## config.mk

```make
export PLATFORM = sky130hd
export DESIGN_NAME = exec_mode_ctrl
export DESIGN_NICKNAME = d
export VERILOG_FILES = /design/src/rtl/exec_mode_pkg.sv /design/src/rtl/mode_policy.sv /design/src/rtl/phase_seq.sv /design/src/rtl/unit_enable.sv /design/src/rtl/switch_timer.sv /design/src/rtl/exec_mode_ctrl.sv
export SDC_FILE = /design/constraint.sdc
export NUM_CORES = 1
export LEC_CHECK = 0
export BUFFER_PORTS_ARGS = -buffer_cell sky130_fd_sc_hd__clkbuf_2
export CAP_MARGIN = 20
export CORE_MARGIN = 1
export CORE_UTILIZATION = 50
export DETAILED_ROUTE_END_ITERATION = 10
export PLACE_DENSITY = 0.79
export REMOVE_ABC_BUFFERS = 1
export SLEW_MARGIN = 10
export SYNTH_ARGS = -nofsm -noshare
export SYNTH_HDL_FRONTEND = slang
export SYNTH_HIERARCHICAL = 1
export SYNTH_SLANG_ARGS = --single-unit
```

## constraint.sdc

```tcl
create_clock -name clk -period 4.3 [get_ports clk]
set_input_delay 1.29 -clock clk [delete_from_list [all_inputs] [get_ports clk]]
set_output_delay 1.29 -clock clk [all_outputs]
set_load 0.01 [all_outputs]
```

## src/rtl/exec_mode_pkg.sv

```systemverilog
package exec_mode_pkg;
  typedef enum logic [2:0] {
    PH_IDLE   = 3'd0,
    PH_DRAIN  = 3'd1,
    PH_SPILL  = 3'd2,
    PH_RECONF = 3'd3,
    PH_FILL   = 3'd4
  } phase_e;
endpackage

```

## src/rtl/mode_policy.sv

```systemverilog
module mode_policy #(
  parameter int THREAD_W = 4,
  parameter int OOO_MAX  = 2
) (
  input  logic [THREAD_W-1:0] threads,
  output logic                want_ooo
);
  localparam logic [THREAD_W-1:0] LIMIT = OOO_MAX[THREAD_W-1:0];
  always_comb want_ooo = (threads <= LIMIT);
endmodule

```

## src/rtl/phase_seq.sv

```systemverilog
module phase_seq
  import exec_mode_pkg::*;
#(
  parameter int RECONF_CYC = 4
) (
  input  logic   clk,
  input  logic   rst_n,
  input  logic   want_ooo,
  input  logic   cur_ooo,
  input  logic   drain_done,
  input  logic   spill_done,
  input  logic   fill_done,
  output phase_e phase_q,
  output logic   tgt_ooo_q,
  output logic   start,
  output logic   reconf_go
);
  localparam int RCW = (RECONF_CYC > 1) ? $clog2(RECONF_CYC) : 1;
  localparam logic [RCW-1:0] RC_LAST = RCW'(RECONF_CYC - 1);

  phase_e         phase_d;
  logic [RCW-1:0] rc_q;

  always_comb begin
    start     = (phase_q == PH_IDLE) && (want_ooo != cur_ooo);
    reconf_go = (phase_q == PH_SPILL) && spill_done;
    phase_d   = phase_q;
    unique case (phase_q)
      PH_IDLE:   if (start) phase_d = PH_DRAIN;
      PH_DRAIN:  if (drain_done) phase_d = PH_SPILL;
      PH_SPILL:  if (spill_done) phase_d = PH_RECONF;
      PH_RECONF: if (rc_q == RC_LAST) phase_d = PH_FILL;
      PH_FILL:   if (fill_done) phase_d = PH_IDLE;
      default:   phase_d = PH_IDLE;
    endcase
  end

  always_ff @(posedge clk) begin
    if (!rst_n) begin
      phase_q   <= PH_IDLE;
      tgt_ooo_q <= 1'b1;
      rc_q      <= '0;
    end else begin
      phase_q <= phase_d;
      if (start) tgt_ooo_q <= want_ooo;
      if (reconf_go) rc_q <= '0;
      else if (phase_q == PH_RECONF) rc_q <= rc_q + 1'b1;
    end
  end
endmodule

```

## src/rtl/unit_enable.sv

```systemverilog
module unit_enable #(
  parameter int N_UNITS = 3
) (
  input  logic               clk,
  input  logic               rst_n,
  input  logic               load,
  input  logic               value,
  output logic [N_UNITS-1:0] en
);
  for (genvar g = 0; g < N_UNITS; g++) begin : g_unit
    always_ff @(posedge clk) begin
      if (!rst_n)    en[g] <= 1'b1;
      else if (load) en[g] <= value;
    end
  end
endmodule

```

## src/rtl/switch_timer.sv

```systemverilog
module switch_timer #(
  parameter int CNT_W = 10
) (
  input  logic             clk,
  input  logic             rst_n,
  input  logic             start,
  input  logic             busy,
  output logic [CNT_W-1:0] count
);
  localparam logic [CNT_W-1:0] CNT_MAX = '1;
  always_ff @(posedge clk) begin
    if (!rst_n)                     count <= '0;
    else if (start)                 count <= '0;
    else if (busy && count != CNT_MAX) count <= count + 1'b1;
  end
endmodule

```

## src/rtl/exec_mode_ctrl.sv

```systemverilog
module exec_mode_ctrl
  import exec_mode_pkg::*;
#(
  parameter int THREAD_W   = 4,
  parameter int OOO_MAX    = 2,
  parameter int RECONF_CYC = 4,
  parameter int CNT_W      = 10
) (
  input  logic                clk,
  input  logic                rst_n,
  input  logic [THREAD_W-1:0] active_threads,
  output logic                drain_req,
  input  logic                drain_done,
  output logic                spill_req,
  input  logic                spill_done,
  output logic                fill_req,
  input  logic                fill_done,
  output logic                fill_rat_update,
  output logic                rename_en,
  output logic                ooo_sched_en,
  output logic                ldq_en,
  output logic                fetch_stall,
  output logic                mode_valid,
  output logic [2:0]          phase,
  output logic [CNT_W-1:0]    switch_cycles
);
  localparam int N_UNITS = 3;

  logic               want_ooo, tgt_ooo, start, reconf_go;
  phase_e             ph;
  logic [N_UNITS-1:0] unit_en;

  mode_policy #(.THREAD_W(THREAD_W), .OOO_MAX(OOO_MAX)) u_policy (
    .threads (active_threads),
    .want_ooo(want_ooo)
  );

  phase_seq #(.RECONF_CYC(RECONF_CYC)) u_seq (
    .clk       (clk),
    .rst_n     (rst_n),
    .want_ooo  (want_ooo),
    .cur_ooo   (unit_en[0]),
    .drain_done(drain_done),
    .spill_done(spill_done),
    .fill_done (fill_done),
    .phase_q   (ph),
    .tgt_ooo_q (tgt_ooo),
    .start     (start),
    .reconf_go (reconf_go)
  );

  unit_enable #(.N_UNITS(N_UNITS)) u_units (
    .clk  (clk),
    .rst_n(rst_n),
    .load (reconf_go),
    .value(tgt_ooo),
    .en   (unit_en)
  );

  switch_timer #(.CNT_W(CNT_W)) u_timer (
    .clk  (clk),
    .rst_n(rst_n),
    .start(start),
    .busy (ph != PH_IDLE),
    .count(switch_cycles)
  );

  always_comb begin
    drain_req       = (ph == PH_DRAIN);
    spill_req       = (ph == PH_SPILL);
    fill_req        = (ph == PH_FILL);
    fill_rat_update = fill_req && tgt_ooo;
    rename_en       = unit_en[0];
    ooo_sched_en    = unit_en[1];
    ldq_en          = unit_en[2];
    fetch_stall     = (ph != PH_IDLE);
    mode_valid      = (ph == PH_IDLE);
    phase           = ph;
  end
endmodule

```

Word-level counts from Yosys, hierarchy flattened:

Cells that the tools add are included.

* flip-flop bits (word level): 17
* latch bits: 0
* memory bits (writable): 0
* memory bits (read-only): 0
* output and inout port bits: 22
* logic and storage cells: 36
* memories kept: 0

* $add $sub $neg: 2
* multiply operators: 0
* div/mod/pow operators: 0
* $lt $le $gt $ge: 1
* equality and inequality tests: 12
* shift-type cells: 0
* multiplexer cells: 6
* bitwise operators: 1
* reduce and logical (&&, ||, !) cells: 9

Operator list (number)
* 3-bit 2-to-1 mux: 5
* 3-bit case mux with 5 select lines: 1
* 10-bit by 1-bit adder with 10-bit output (second input constant): 1
* 10-bit inequality test (second input constant): 1
* 2-bit by 1-bit inequality test with 1-bit output (second input constant): 5
* 3-bit by 2-bit == test with 1-bit output (second input constant): 2
* 5-bit AND reduction: 1
* 4-bit by 2-bit <= comparator with 1-bit output (second input constant): 1
* 1-bit logical AND: 4
* 2-bit OR reduction: 2
* 3-bit by 1-bit == test with 1-bit output (second input constant): 1
* 3-bit == test (second input constant): 1
* 3-bit logical NOT: 1
* 3-bit nonzero test: 1
* 2-bit by 1-bit adder with 2-bit output (second input constant): 1
* 2-bit == test (second input constant): 1
* 1-bit inequality test: 1
* 1-bit inverter: 1

Depth between registers and ports, before layout:

* word-level depth: 5
* mapped depth: 6
* depth with buffers taken out: 6

Cells and area by module:

The synthesis kept the hierarchy.

Modules (own cells, without submodules)
* switch_timer: instances 1, cells each 58, area each 513.0 µm², sequential area each 200.2 µm²
* phase_seq: instances 1, cells each 37, area each 329.1 µm², sequential area each 120.1 µm²
* unit_enable: instances 1, cells each 5, area each 48.8 µm², sequential area each 20.0 µm²
* exec_mode_ctrl: instances 1, cells each 6, area each 46.3 µm², sequential area each 0.0 µm²
* mode_policy: instances 1, cells each 1, area each 12.5 µm², sequential area each 0.0 µm²

Worst setup path after synthesis:

No wires, ideal clock.

* path kind: input port to flip-flop
* start: input active_threads[0]
* end: register u_timer.count[2]
* library setup time: 0.128 ns
* arrival time: 2.273 ns
* data required time: 4.172 ns
* path slack: 1.899 ns
* stages: 6
* cell sequence: a211oi_2 > xnor2_1 > nor4_1 > nand2b_1 > buf_1 > nor3_1

* longest elaborated chain between the ends: 4

Ends and longest elaborated chain
* from (decl): RTL line exec_mode_ctrl.sv:11 `input logic [THREAD_W-1:0] active_threads,`
* 4-bit by 2-bit <= comparator with 1-bit output: RTL line mode_policy.sv:9 `always_comb want_ooo = (threads <= LIMIT);`
* 1-bit inequality test: RTL line phase_seq.sv:25 `start = (phase_q == PH_IDLE) && (want_ooo != cur_ooo);`
* 1-bit logical AND: RTL line phase_seq.sv:25
* named net start: RTL line exec_mode_ctrl.sv:29 `logic want_ooo, tgt_ooo, start, reconf_go;`
* 2-bit OR reduction (no line)
* to (signal assigned): RTL line switch_timer.sv:14 `else if (busy && count != CNT_MAX) count <= count + 1'b1;`
* to (decl): RTL line switch_timer.sv:8 `output logic [CNT_W-1:0] count`

The timed path passes the listed nets, and every way through them passes these cells.
A chain may end at the register's enable or synchronous reset.

Final worst setup path:

* start: register u_seq.phase_q[0]
* end: output fetch_stall

* longest elaborated chain between the ends: 1

Ends and longest elaborated chain
* from (decl): RTL line phase_seq.sv:13 `output phase_e phase_q,`
* from (signal assigned): RTL line phase_seq.sv:44 `phase_q <= phase_d;`
* 3-bit nonzero test: RTL line exec_mode_ctrl.sv:76 `fetch_stall = (ph != PH_IDLE);`
* to (decl): RTL line exec_mode_ctrl.sv:22 `output logic fetch_stall,`

No other way between the ends.

==> out/qor.yml <==
min_period_ns: 2.85
core_area_um2: 1750
slew_viol_final: 0
synth_flop_cell: "dfxtp_1"
synth_fa_ha_area_frac: 0.0264
cts_hold_buf: 0
synth-compound-area-share: 0.170
max_cap_viol_count: 0
io_buffers: 30
dp_hpwl_um: 1520
startpoint_type: "flip-flop"
vias: 898
clk_pin_slew_ns: 0.10
cp_slowest_cell: "or3_1"
cp.buffers_inverters: 1
ys_warn_count: 6
synth_edf_count: 0
synthXorXnorAreaFrac: 0.0369
crit_type: "reg2out"
place_ws_ns: 1.70
detail_route.wl_per_cell_um: 12.9
p_total_mw: 0.315
outcome: "complete, no violations"
totalWireLength_um: 2060
numCtsBuffers: 3
skew_ns: 0.00252
routed_via_density: 5.61
die_x_um: 45.6
grt_max_degree: 19
ir_worst_vdd_mv: 0.214
p_leak_nw: 0.460
cp_data_required_time_ns: 3.01
syn_area_um2: 950
cp.arrival_ns: 1.56
cp-end-kind: "output pin"
rsz0062_at_grt: "no"
fin_util: 0.641
ys_top_cells_by_area: "dfxtp_1, nor2_1, a21oi_1"
ys_types: 43
drt_first_pass_iters: 4
area_delta_synth_final_pct: 17.8
cts_resized: 0
grt_pass1_vias: 760
initial_utilization: 0.544
die_h_um: 45.6
cts_setup_buffers: 0
yosys-top-cells-count: "dfxtp_1, nor2_1, a21oi_1, nor3_1"
cts_buffer_depth: 2
multi_input_area_um2: 566
relSlewSlack: 0.608
async_reset_ff_frac: 0
n_antenna_cell: 0
postSynthAreaPerCell_um2: 8.88
fin_nets: 147
dieArea_um2: 2080
cts_root_buffer: "clkbuf_4"
synth.top_cell.area_share: 0.358
ios: 31
place.gp.congestion: 0.834
crit_path_max_fanout: 18
antenna_found_initial: 0
setup_slack_ns: 1.45
hold_viol: 0
worstMarginPinSlew_ns: 0.588
drive_gt1_frac: 0.304
drtIter0Drc: 17
cp_cell_sequence: "or3_1, clkbuf_2"
tns_ns: 0
rr_worst_depth: 5
num_rows: 15
worst-path-stages: 2
clkLatencyLatePin_ns: 0.29
antenna_left: 0
regArea_um2: 340
hold_path.class: "reg2reg"
synthSimpleGateAreaFrac: 0.328
drc_errors: 0
htreeDepth: 1
finalInstanceArea_um2: 1120
setup_viol: 0
muxShareOfSynthArea: 0.0343
crit_family: "simple AND/OR/NAND/NOR gates"
max_stage_delay_ns: 0.58
place_area_um2: 1090
syn_inst: 107
cts_tree: "yes"
synth.largest_area_cell: "dfxtp_1"
hold_depth: 2
grt.overflow.total: 0
fillCellCount: 172
seq_area_frac_synth: 0.358
grt_pass1_wl_um: 3220
clock_sinks: 17
synth.most_common_cell: "dfxtp_1"
synth_top_family_by_area: "simple AND/OR/NAND/NOR gates"
max_freq_mhz: 351
period_share: 0.663
grt_usage: 0.222
synth.ff_latch_count: 17
power.density_nw_per_um2: 282
[final cells by class]
type	instances	share of cell area
multi-input cells	83	0.506
clock inverters	1	0.00447
flip-flops and latches	17	0.304
inverters	1	0.00336
well taps	25	0.0280
repair buffers	30	0.134
clock buffers	3	0.0201
[layout by cell type, fill, tap and decap left out, types with 3 or more instances in the layout]
cell and n:
clkbuf_2 30, dfxtp_1 17, nor2_1 10, nor3_1 6
a21oi_1 6, nand2_1 5, nand3_1 5, o21ai_0 4
nor3b_1 3, or3_1 3, clkbuf_4 3, nand2b_1 3
o21ai_1 3, xor2_1 3
[metrics by stage]
step | hold WS, ns | std cells
global placement | 0.476 | 156
CTS | 0.502 | 160
detailed placement | 0.487 | 156
floorplan | 0.459 | 101
global route | 0.531 | 160
finish | 0.493 | 160
[worst min-delay path: stages, from the launching register on]
cell and delay (ns):
dfxtp_1 0.32, o21ai_0 0.06, a21boi_0 0.07
[path summary, 6_finish.rpt]
check,endpoint,slack (ns),from
worst max-delay path,fetch_stall,1.45,u_seq/phase_q[0]$_SDFFE_PN0P_
worst min-delay path,u_seq/rc_q[1]$_SDFFE_PP0N_,0.49,u_seq/rc_q[1]$_SDFFE_PP0N_
worst max register to register,u_timer/count[9]$_SDFFE_PP0P_,2.49,u_seq/phase_q[0]$_SDFFE_PN0P_
worst min register to register,u_seq/rc_q[1]$_SDFFE_PP0N_,0.49,u_seq/rc_q[1]$_SDFFE_PP0N_
[layer usage]
layer,up-vias,GRT usage,part of all wire
met4,0,0.133,0.0073
met1,415,0.250,0.43
met2,30,0.374,0.51
li1,451,-,-
met3,2,0.0556,0.056
met5,-,0,0
[logic make-up (layout without fill, tap and decap cells)]
kind of cell | count (synthesis) | in the layout
mux | 2 | 2
buf+inv | 7 | 35
fa+ha+maj | 2 | 2
xor+xnor | 4 | 4
simple gates | 52 | 52
flops | 17 | 17
compound gates | 23 | 23
[where the power goes]
part | total, mW | switching (mW) | internal [mW]
sequential | 0.176 | 0.0127 | 0.163
clock | 0.0851 | 0.0505 | 0.0346
combinational | 0.0547 | 0.0297 | 0.0249
total | 0.315 | 0.0930 | 0.222
[sequential cells by signal (all words and copies together) (netlist names)]
name,cells
u_seq/rc_q,2
u_seq/phase_q,3
u_seq/tgt_ooo_q,1
u_timer/count,10
u_units/en,1
No activity file was read; power rests on OpenSTA's default activity.
